**config.mk**
```make
export PLATFORM = sky130hd
export DESIGN_NAME = op2_shifter
export DESIGN_NICKNAME = d
export VERILOG_FILES = /design/src/rtl/op2_shifter_pkg.sv /design/src/rtl/op2_field_decode.sv /design/src/rtl/op2_imm_rotator.sv /design/src/rtl/op2_reg_shifter.sv /design/src/rtl/op2_shifter.sv
export SDC_FILE = /design/constraint.sdc
export NUM_CORES = 1
export LEC_CHECK = 0
export BUFFER_PORTS_ARGS = -buffer_cell sky130_fd_sc_hd__buf_2
export CELL_PAD_IN_SITES_DETAIL_PLACEMENT = 0
export CELL_PAD_IN_SITES_GLOBAL_PLACEMENT = 1
export CORE_UTILIZATION = 45
export DETAILED_ROUTE_END_ITERATION = 6
export MAX_ROUTING_LAYER = met4
export PLACE_DENSITY_LB_ADDON = 0.05
export REMOVE_ABC_BUFFERS = 1
export SETUP_SLACK_MARGIN = 0.5
export SLEW_MARGIN = 20
export SYNTH_ARGS = -nofsm -noshare
export SYNTH_HDL_FRONTEND = slang
export SYNTH_SLANG_ARGS = --single-unit
```
**constraint.sdc**
```tcl
create_clock -name vclk -period 3.55
set_input_delay 0.1775 -clock vclk [all_inputs]
set_output_delay 0.1775 -clock vclk [all_outputs]
set_load 0.01 [all_outputs]
```
**src/rtl/op2_shifter_pkg.sv**
```systemverilog
package op2_shifter_pkg;

    typedef enum logic [1:0] {
        SH_LSL = 2'b00,
        SH_LSR = 2'b01,
        SH_ASR = 2'b10,
        SH_ROR = 2'b11
    } shift_kind_e;

    typedef struct packed {
        shift_kind_e kind;
        logic        by_reg;
        logic [4:0]  imm_amt;
        logic [3:0]  rm_idx;
        logic [3:0]  rs_idx;
        logic [3:0]  rot;
        logic [7:0]  imm8;
    } shift_ctrl_t;

endpackage

```
**src/rtl/op2_field_decode.sv**
```systemverilog
module op2_field_decode
    import op2_shifter_pkg::*;
(
    input  logic [11:0] op_field,
    output shift_ctrl_t ctrl_d
);
    always_comb begin
        ctrl_d.kind    = shift_kind_e'(op_field[6:5]);
        ctrl_d.by_reg  = op_field[4];
        ctrl_d.imm_amt = op_field[11:7];
        ctrl_d.rm_idx  = op_field[3:0];
        ctrl_d.rs_idx  = op_field[11:8];
        ctrl_d.rot     = op_field[11:8];
        ctrl_d.imm8    = op_field[7:0];
    end
endmodule

```
**src/rtl/op2_imm_rotator.sv**
```systemverilog
module op2_imm_rotator #(
    parameter int DATA_W = 32,
    parameter int IMM_W  = 8,
    parameter int ROT_W  = 4
) (
    input  logic [IMM_W-1:0]  imm,
    input  logic [ROT_W-1:0]  rot,
    input  logic              carry_in,
    output logic [DATA_W-1:0] value_d,
    output logic              carry_d
);
    localparam int RA_W = ROT_W + 1;

    logic [DATA_W-1:0]   zext;
    logic [RA_W-1:0]     rot_amt;
    logic [2*DATA_W-1:0] dbl;

    always_comb begin
        zext    = DATA_W'(imm);
        rot_amt = {rot, 1'b0};
        dbl     = {zext, zext} >> rot_amt;
        value_d = dbl[DATA_W-1:0];
        carry_d = (rot == '0) ? carry_in : dbl[DATA_W-1];
    end
endmodule

```
**src/rtl/op2_reg_shifter.sv**
```systemverilog
module op2_reg_shifter
    import op2_shifter_pkg::*;
#(
    parameter int DATA_W = 32,
    parameter int AMT_W  = 8
) (
    input  shift_kind_e       kind,
    input  logic [AMT_W-1:0]  amt,
    input  logic [DATA_W-1:0] src,
    input  logic              carry_in,
    output logic [DATA_W-1:0] value_d,
    output logic              carry_d
);
    localparam int SH_W = $clog2(DATA_W);

    logic [DATA_W:0]     lsl_ext;
    logic [DATA_W:0]     lsr_ext;
    logic [DATA_W:0]     asr_ext;
    logic [2*DATA_W-1:0] ror_ext;

    always_comb begin
        // the extra bit in each extended vector catches the last bit shifted out
        lsl_ext = {1'b0, src} << amt;
        lsr_ext = {src, 1'b0} >> amt;
        asr_ext = $signed({src, 1'b0}) >>> amt;
        ror_ext = {src, src} >> amt[SH_W-1:0];

        unique case (kind)
            SH_LSL: begin
                value_d = lsl_ext[DATA_W-1:0];
                carry_d = lsl_ext[DATA_W];
            end
            SH_LSR: begin
                value_d = lsr_ext[DATA_W:1];
                carry_d = lsr_ext[0];
            end
            SH_ASR: begin
                value_d = asr_ext[DATA_W:1];
                carry_d = asr_ext[0];
            end
            default: begin
                value_d = ror_ext[DATA_W-1:0];
                carry_d = ror_ext[DATA_W-1];
            end
        endcase

        if (amt == '0) begin
            value_d = src;
            carry_d = carry_in;
        end
    end
endmodule

```
**src/rtl/op2_shifter.sv**
```systemverilog
module op2_shifter
    import op2_shifter_pkg::*;
#(
    parameter int DATA_W = 32,
    parameter int AMT_W  = 8
) (
    input  logic [11:0]       op_field,
    input  logic              imm_sel,
    input  logic              carry_in,
    output logic [3:0]        rm_idx,
    output logic [3:0]        rs_idx,
    input  logic [DATA_W-1:0] rm_data,
    input  logic [AMT_W-1:0]  rs_low,
    output logic [DATA_W-1:0] operand,
    output logic              carry_out
);
    shift_ctrl_t       ctrl_d;
    logic [AMT_W-1:0]  amt_d;
    logic [DATA_W-1:0] imm_val_d;
    logic              imm_c_d;
    logic [DATA_W-1:0] reg_val_d;
    logic              reg_c_d;

    op2_field_decode u_dec (
        .op_field (op_field),
        .ctrl_d   (ctrl_d)
    );

    op2_imm_rotator #(.DATA_W(DATA_W), .IMM_W(8), .ROT_W(4)) u_imm (
        .imm      (ctrl_d.imm8),
        .rot      (ctrl_d.rot),
        .carry_in (carry_in),
        .value_d  (imm_val_d),
        .carry_d  (imm_c_d)
    );

    always_comb begin
        amt_d = ctrl_d.by_reg ? rs_low : AMT_W'(ctrl_d.imm_amt);
    end

    op2_reg_shifter #(.DATA_W(DATA_W), .AMT_W(AMT_W)) u_reg (
        .kind     (ctrl_d.kind),
        .amt      (amt_d),
        .src      (rm_data),
        .carry_in (carry_in),
        .value_d  (reg_val_d),
        .carry_d  (reg_c_d)
    );

    always_comb begin
        rm_idx    = ctrl_d.rm_idx;
        rs_idx    = ctrl_d.rs_idx;
        operand   = imm_sel ? imm_val_d : reg_val_d;
        carry_out = imm_sel ? imm_c_d   : reg_c_d;
    end
endmodule

```
==> results of run 1 <==
layout make-up:
class | instances | area, um2
inverter | 16 | 60.06
timing repair buffer | 224 | 1639
tap | 220 | 275.3
antenna | 1 | 2.502
fill | 1771 | 7403
multi-input combinational | 1001 | 7203
cell families (layout without fill, tap and decap cells):
| group | Yosys count | count (layout) | share of synthesized area, % |
|---|---|---|---|
| AO/OA/AOI/OAI | 431 | 431 | 37.84 |
| buffers and inverters | 156 | 240 | 9.463 |
| multiplexers | 195 | 196 | 30.30 |
| other | 0 | 1 | 0 |
| AND/OR/NAND/NOR | 374 | 374 | 22.40 |
repair_timing:
item | 4_1_cts | 5_1_grt
endpoints found under the setup margin | 31 | 30
hold endpoints to repair | 0 | 0
cloned | 0 | 3
pin swaps | 2 | 9
resized for setup | 25 | 59
setup buffers | 6 | 12
worst max-delay path: stages:
cell and delay, ns:
buf_2 0.23, and2_1 0.77, o21ai_0 0.28, nor2_1 0.43
or3_1 0.36, a21oi_1 0.10, nand2_1 0.10, o221ai_1 0.11
a31oi_1 0.20, buf_2 0.16
synthesized netlist by cell type (4+ instances only):
cell type | count | area (um2)
a2111oi_0 | 6 | 52.55
a211oi_1 | 10 | 75.07
a21o_1 | 6 | 45.04
a21oi_1 | 82 | 410.4
a221o_1 | 4 | 40.04
a221oi_1 | 11 | 96.34
a222oi_1 | 4 | 40.04
a22oi_1 | 34 | 255.2
a2bb2oi_1 | 5 | 43.79
a311oi_1 | 4 | 35.03
a31oi_1 | 21 | 131.4
and2_1 | 8 | 50.05
and3_1 | 6 | 37.54
buf_1 | 15 | 56.30
buf_2 | 33 | 165.2
buf_4 | 10 | 75.07
clkbuf_1 | 74 | 277.8
inv_1 | 16 | 60.06
mux2_2 | 21 | 236.5
mux2i_1 | 146 | 1461
mux4_2 | 24 | 540.5
nand2_1 | 118 | 442.9
nand2b_1 | 13 | 81.33
nand3_1 | 40 | 200.2
nand4_1 | 4 | 25.02
nor2_1 | 107 | 401.6
nor2b_1 | 12 | 75.07
nor3_1 | 36 | 180.2
o2111ai_1 | 4 | 35.03
o211ai_1 | 15 | 112.6
o21a_1 | 9 | 67.56
o21ai_0 | 82 | 410.4
o21bai_1 | 6 | 45.04
o221ai_1 | 23 | 201.4
o22a_1 | 4 | 35.03
o22ai_1 | 49 | 306.5
o311ai_0 | 7 | 61.31
o31ai_1 | 10 | 75.07
o32a_1 | 4 | 40.04
o32ai_1 | 5 | 43.79
or2_2 | 5 | 31.28
or3_1 | 8 | 50.05
per-stage QoR:
step           cells  setup TNS [ns]  hold slack, ns  setup slack [ns]  utilization (%)
6_report        1462               0          0.5852            0.4415            55.36
5_1_grt         1462               0          0.5931            0.4992            55.36
4_1_cts         1446               0          0.5843            0.4613            53.06
3_5_place_dp    1440               0          0.5826            0.1335            52.23
3_3_place_gp    1440               0          0.5820            0.1844            52.23
2_1_floorplan   1016          -35.24          0.3550            -1.322                -
per-layer routing:
layer	vias up	part of all wire, %	GRT usage, %
met4	0	8.8	33.59
met5	-	0	-
li1	4662	-	-
met3	347	17	20.22
met1	5249	36	69.04
met2	1288	38	73.86
how the worst min path moves through the flow:
stage | from | slack [ns] | depth (start not counted) | end
finish | op_field[1] | 0.59 | 2 | rm_idx[1]
global route | op_field[0] | 0.59 | 2 | rm_idx[0]
CTS | op_field[0] | 0.58 | 2 | rm_idx[0]
detailed placement | op_field[1] | 0.58 | 2 | rm_idx[1]
global placement | op_field[0] | 0.58 | 2 | rm_idx[0]
floorplan | op_field[0] | 0.36 | 0 | rm_idx[0]
==> key figures, run 1 <==
Outcome
  – Status: finished with violations
  – Violated checks: DRC

Worst setup path
  – Worst Setup SP: rs_low[7]
  – Worst setup path end: operand[5]
  – Worst EP required: 3.37 ns
  – Data arrival, critical path: 2.93 ns
  – Crit Path Class: in -> out
  – Crit path max fanout: 14
  – Crit. End Element: output pin
  – Critical Path Start Type: input pin

Flow run
  – Max_cap viols: 0

Routing
  – DRC: 8
  – Detail Route Antenna Nets: 0
  – Via count: 11.55k
  – Mean routed wirelength per cell: 33.27 um
  – Routed Wire Length: 48,640 um
  – Drt pass-1 iters: 7
  – Drt first-iter violations: 2,545
  – DR vias/cell: 7.897

Place
  – Area of placed instances: 8661 um2
  – Port bufs: 95
  – Post-DP HPWL: 36,660 um
  – Routability cong.: 1.203

Finish
  – Seq. cell area: 0 um2
  – Fin area: 9180 um2
  – Sequential cells: 0
  – Clock buffer count: 0
  – Most frequent cells in the layout: mux2i_1 (126), nand2_1 (116), buf_4 (107)
  – Final #Nets: 1,297
  – Commonest non-fill, non-tap cell in the layout: mux2i_1
  – Share of post-route cells with drive strength above 1: 26.67%
  – Synth-to-layout area growth: 20.12%

Floorplan
  – DIE HEIGHT: 132.3 um
  – Die Wd: 132.3 um
  – Ports: 95
  – Core area: 16,580 um2
  – # rows: 47
  – Initial core utilization: 46.08%
  – DIE AREA: 17,510 um2

Timing
  – Pins over their slew limit: 0
  – Period utilization: 87.56%
  – Final setup viols: 0
  – Fin. Hold Viols: 0
  – Worst-Margin Slew: 0.9087 ns
  – Worst rel slew slack: 39.42%
  – Minimum clock period: 3.108 ns
  – F_max: 321.7 MHz
  – Unrepaired setup endpoints after global routing: false

Synth
  – Synth warn: 0
  – Library cells used by synthesis: 77
  – Post-synthesis sequential area ratio: 0%
  – Syn Inst Count: 1,156
  – Synth Cell Area: 7642 um2
  – Avg Cell Area, Syn: 6.611 um2

Global route
  – Initial antenna violation count: 1
  – Largest net degree at the start of global routing: 55
  – Overflow after GRT: 0
  – Global router's overall resource usage: 55.03%
  – Vias in the first global route: 10.29k
  – First-pass GRT wire length: 69,630 um

Clock network
  – Cts hold-fix bufs: 0

Min path
  – Worst hold path class: in -> out
==> inputs of run 2 (changes only) <==
PLACE_DENSITY = 0.86   (was default)
PLACE_DENSITY_LB_ADDON = default   (was 0.05)
SYNTH_HIERARCHICAL = 1   (was default)
==> run 2 against run 1 <==
  * The flow now finishes without violations
  * First-iteration DRC count down 43%
  * Fmax decreased by 4.9%
  * Wire length is 14% lower
  * Count of clock-buffer cells in the layout stayed put
  * Global-route usage is 8.2 points lower
  * Synthesized cell count is 19% lower
  * Worst setup slack worse by 0.16 ns
  * Highest routed layer unchanged
==> key figures, run 2 <==
Worst setup path
  – Crit path max fanout: 13 (-1)
  – Crit Path Class: in -> out
  – Crit. End Element: output pin
  – Slowest cell on crit path: a2111oi_4
  – Worst path most repeated cell: buf_4
  – Crit-path max cell delay: 0.45 ns (-0.32 ns)
  – Crit path cell chain: buf_12 > mux2_4 > buf_4 > buf_4 > nand2b_1 > a21oi_1 > buf_4 > a31oi_1 > o21ai_0 > a2111oi_4 > nor2_1 > mux2_4 > buf_6
  – Critical Path Start Type: input pin
  – Data arrival, critical path: 3.09 ns (+0.16 ns)
  – Worst EP required: 3.37 ns (about the same)

Place
  – Routability cong.: 1.094 (-9.1%)
  – Port bufs: 95 (unchanged)
  – Area of placed instances: 8443 um2 (-2.5%)
  – Post-DP HPWL: 30,040 um (-18%)

Floorplan
  – Core area: 16,120 um2 (-2.8%)
  – # rows: 46 (-2.1%)
  – Ports: 95 (unchanged)
  – DIE AREA: 17,300 um2 (-1.2%)
  – Initial core utilization: 46.86% (+0.77 points)
  – DIE HEIGHT: 131.5 um (-0.59%)
  – Die Wd: 131.5 um (-0.59%)

Synth
  – Yosys top cell area share: 14.02% (-5.1 points)
  – Avg Cell Area, Syn: 8.076 um2 (+22%)
  – Most area-consuming cells after synthesis: mux4_2 (14%), mux2i_1 (7.8%), mux2_2 (7.8%), mux2_4 (6.4%), mux4_1 (5.6%)
  – Most common cell in the netlist: nor2_1
  – Post-synth top cells: nor2_1 (89), nand2_1 (88), mux2i_1 (59)
  – Synth Cell Area: 7551 um2 (-1.2%)
  – Library cells used by synthesis: 82 (+6.5%)
  – Syn Inst Count: 935 (-19%)
  – Leading area contributor after synthesis: mux4_2
  – Post-synthesis sequential area ratio: 0% (unchanged)
  – Synth warn: 6 (+6)

Timing
  – Setup_tns: 0 ns (unchanged)
  – Minimum clock period: 3.270 ns (+0.1617 ns)
  – Period utilization: 92.12% (+4.6 points)
  – Unrepaired setup endpoints after global routing: true
  – Worst rel slew slack: 33.69% (-5.7 points)
  – Fin. Hold Viols: 0 (unchanged)
  – F_max: 305.8 MHz (-4.9%)
  – Worst hold margin: 0.6005 ns (+0.01531 ns)
  – Pins over their slew limit: 0 (unchanged)
  – Worst-Margin Slew: 0.9947 ns (+0.08599 ns)
  – Final setup viols: 0 (unchanged)

Routing
  – DR vias/cell: 7.583 (-4.0%)
  – Drt pass-1 iters: 7 (unchanged)
  – Detail Route Antenna Nets: 0 (unchanged)
  – Routed Wire Length: 41,670 um (-14%)
  – DRC: 0 (-8)
  – Mean routed wirelength per cell: 32.66 um (-1.8%)
  – Via count: 9,676 (-16%)
  – Drt first-iter violations: 1,462 (-43%)

Finish
  – Commonest non-fill, non-tap cell in the layout: buf_4
  – Seq. cell area: 0 um2 (unchanged)
  – Fillers: 1,482 (-16%)
  – Share of post-route cells with drive strength above 1: 48.44% (+22 points)
  – Clock buffer count: 0 (unchanged)
  – Footprint of the multi-input gates: 7463 um2 (+3.6%)
  – Final #Nets: 1,115 (-14%)
  – Most frequent cells in the layout: buf_4 (119), nand2_1 (82), nor2_1 (79)
  – Fin area: 9851 um2 (+7.3%)
  – Sequential cells: 0 (unchanged)
  – Synth-to-layout area growth: 30.46%

Global route
  – Met1 GRT Util: 59.32% (-9.7 points)
  – Busiest grt layer: met2
  – Largest net degree at the start of global routing: 47 (-15%)
  – Routing usage on met3: 12.65% (-7.6 points)
  – Vias in the first global route: 8,618 (-16%)
  – First-pass GRT wire length: 58,860 um (-15%)
  – Initial antenna violation count: 1 (unchanged)
  – Overflow after GRT: 0 (unchanged)
  – Routing usage on met2: 66.93% (-6.9 points)
  – Global router's overall resource usage: 46.85% (-8.2 points)

Outcome
  – Status: finished clean

Clock network
  – Cts hold-fix bufs: 0 (unchanged)

Min path
  – Worst hold path class: in -> out

Flow run
  – Max_cap viols: 0 (unchanged)
-- run 2: cell count changes in the layout (fill, tap and decap cells not counted), moves of 18 or more --
| cell | before | now |
|---|---|---|
| o21ai_0 | 75 | 33 |
| o22ai_1 | 48 | 18 |
| mux2_4 | 2 | 52 |
| a21oi_1 | 79 | 33 |
| mux4_2 | 25 | 55 |
| nor2_1 | 105 | 79 |
| buf_6 | 12 | 39 |
| mux2i_1 | 126 | 39 |
| nand2_1 | 116 | 82 |
| nor3_1 | 36 | 9 |
| nand3_1 | 40 | 17 |
| buf_2 | 91 | 72 |
| o221ai_1 | 22 | 4 |
| a22oi_1 | 32 | 6 |
-- run 2: layout make-up --
class                      count  share of cell area, %
timing repair buffer         249                  21.17
antenna                        1                0.02540
multi-input combinational    803                  75.77
tap                          216                  2.744
inverter                       7                 0.2921
-- run 2: cells by family after synthesis --
kind of cell,Yosys count,share of synthesized area (%)
muxes,210,42.34
buffers and inverters,136,11.20
and+or+nand+nor,314,20.51
AOI/OAI and AO/OA,275,25.95
-- run 2: critical path: cells and delay by family --
kind | cells | cell delay, ns
muxes | 2 | 0.58
buffers and inverters | 5 | 0.89
AOI/OAI and AO/OA | 4 | 1.16
and+or+nand+nor | 2 | 0.28
-- run 2: stage by stage --
step | cells | util [%] | setup slack, ns
final | 1276 | 61.13 | 0.2798
after CTS | 1254 | 57.41 | 0.3668
after global routing | 1276 | 61.13 | 0.2718
after floorplan | 806 | - | -0.5009
after detailed placement | 1228 | 52.39 | -0.09252
after global placement | 1228 | 52.39 | -0.05521
-- run 2: final timing paths --
path / startpoint / endpoint / slack, ns / depth (start not counted)
worst max-delay path: op_field[4] / operand[30] / 0.28 / 13
worst min-delay path: op_field[3] / rm_idx[3] / 0.60 / 2
-- run 2: repair_timing --
action | CTS | global route
hold endpoints to repair | 0 | 0
pin swaps | 36 | 36
setup endpoints to repair | 33 | 33
resized for setup | 141 | 85
buffers inserted | 22 | 18
cloned | 4 | 3
-- run 2: per-layer routing --
| layer | share of wire [%] | routed length (um) | vias to the layer above |
|---|---|---|---|
| li1 | - | - | 3900 |
| met3 | 14 | 5918 | 229 |
| met5 | 0 | 0 | - |
| met1 | 37 | 15600 | 4554 |
| met4 | 7.7 | 3210 | 0 |
| met2 | 41 | 16940 | 993 |
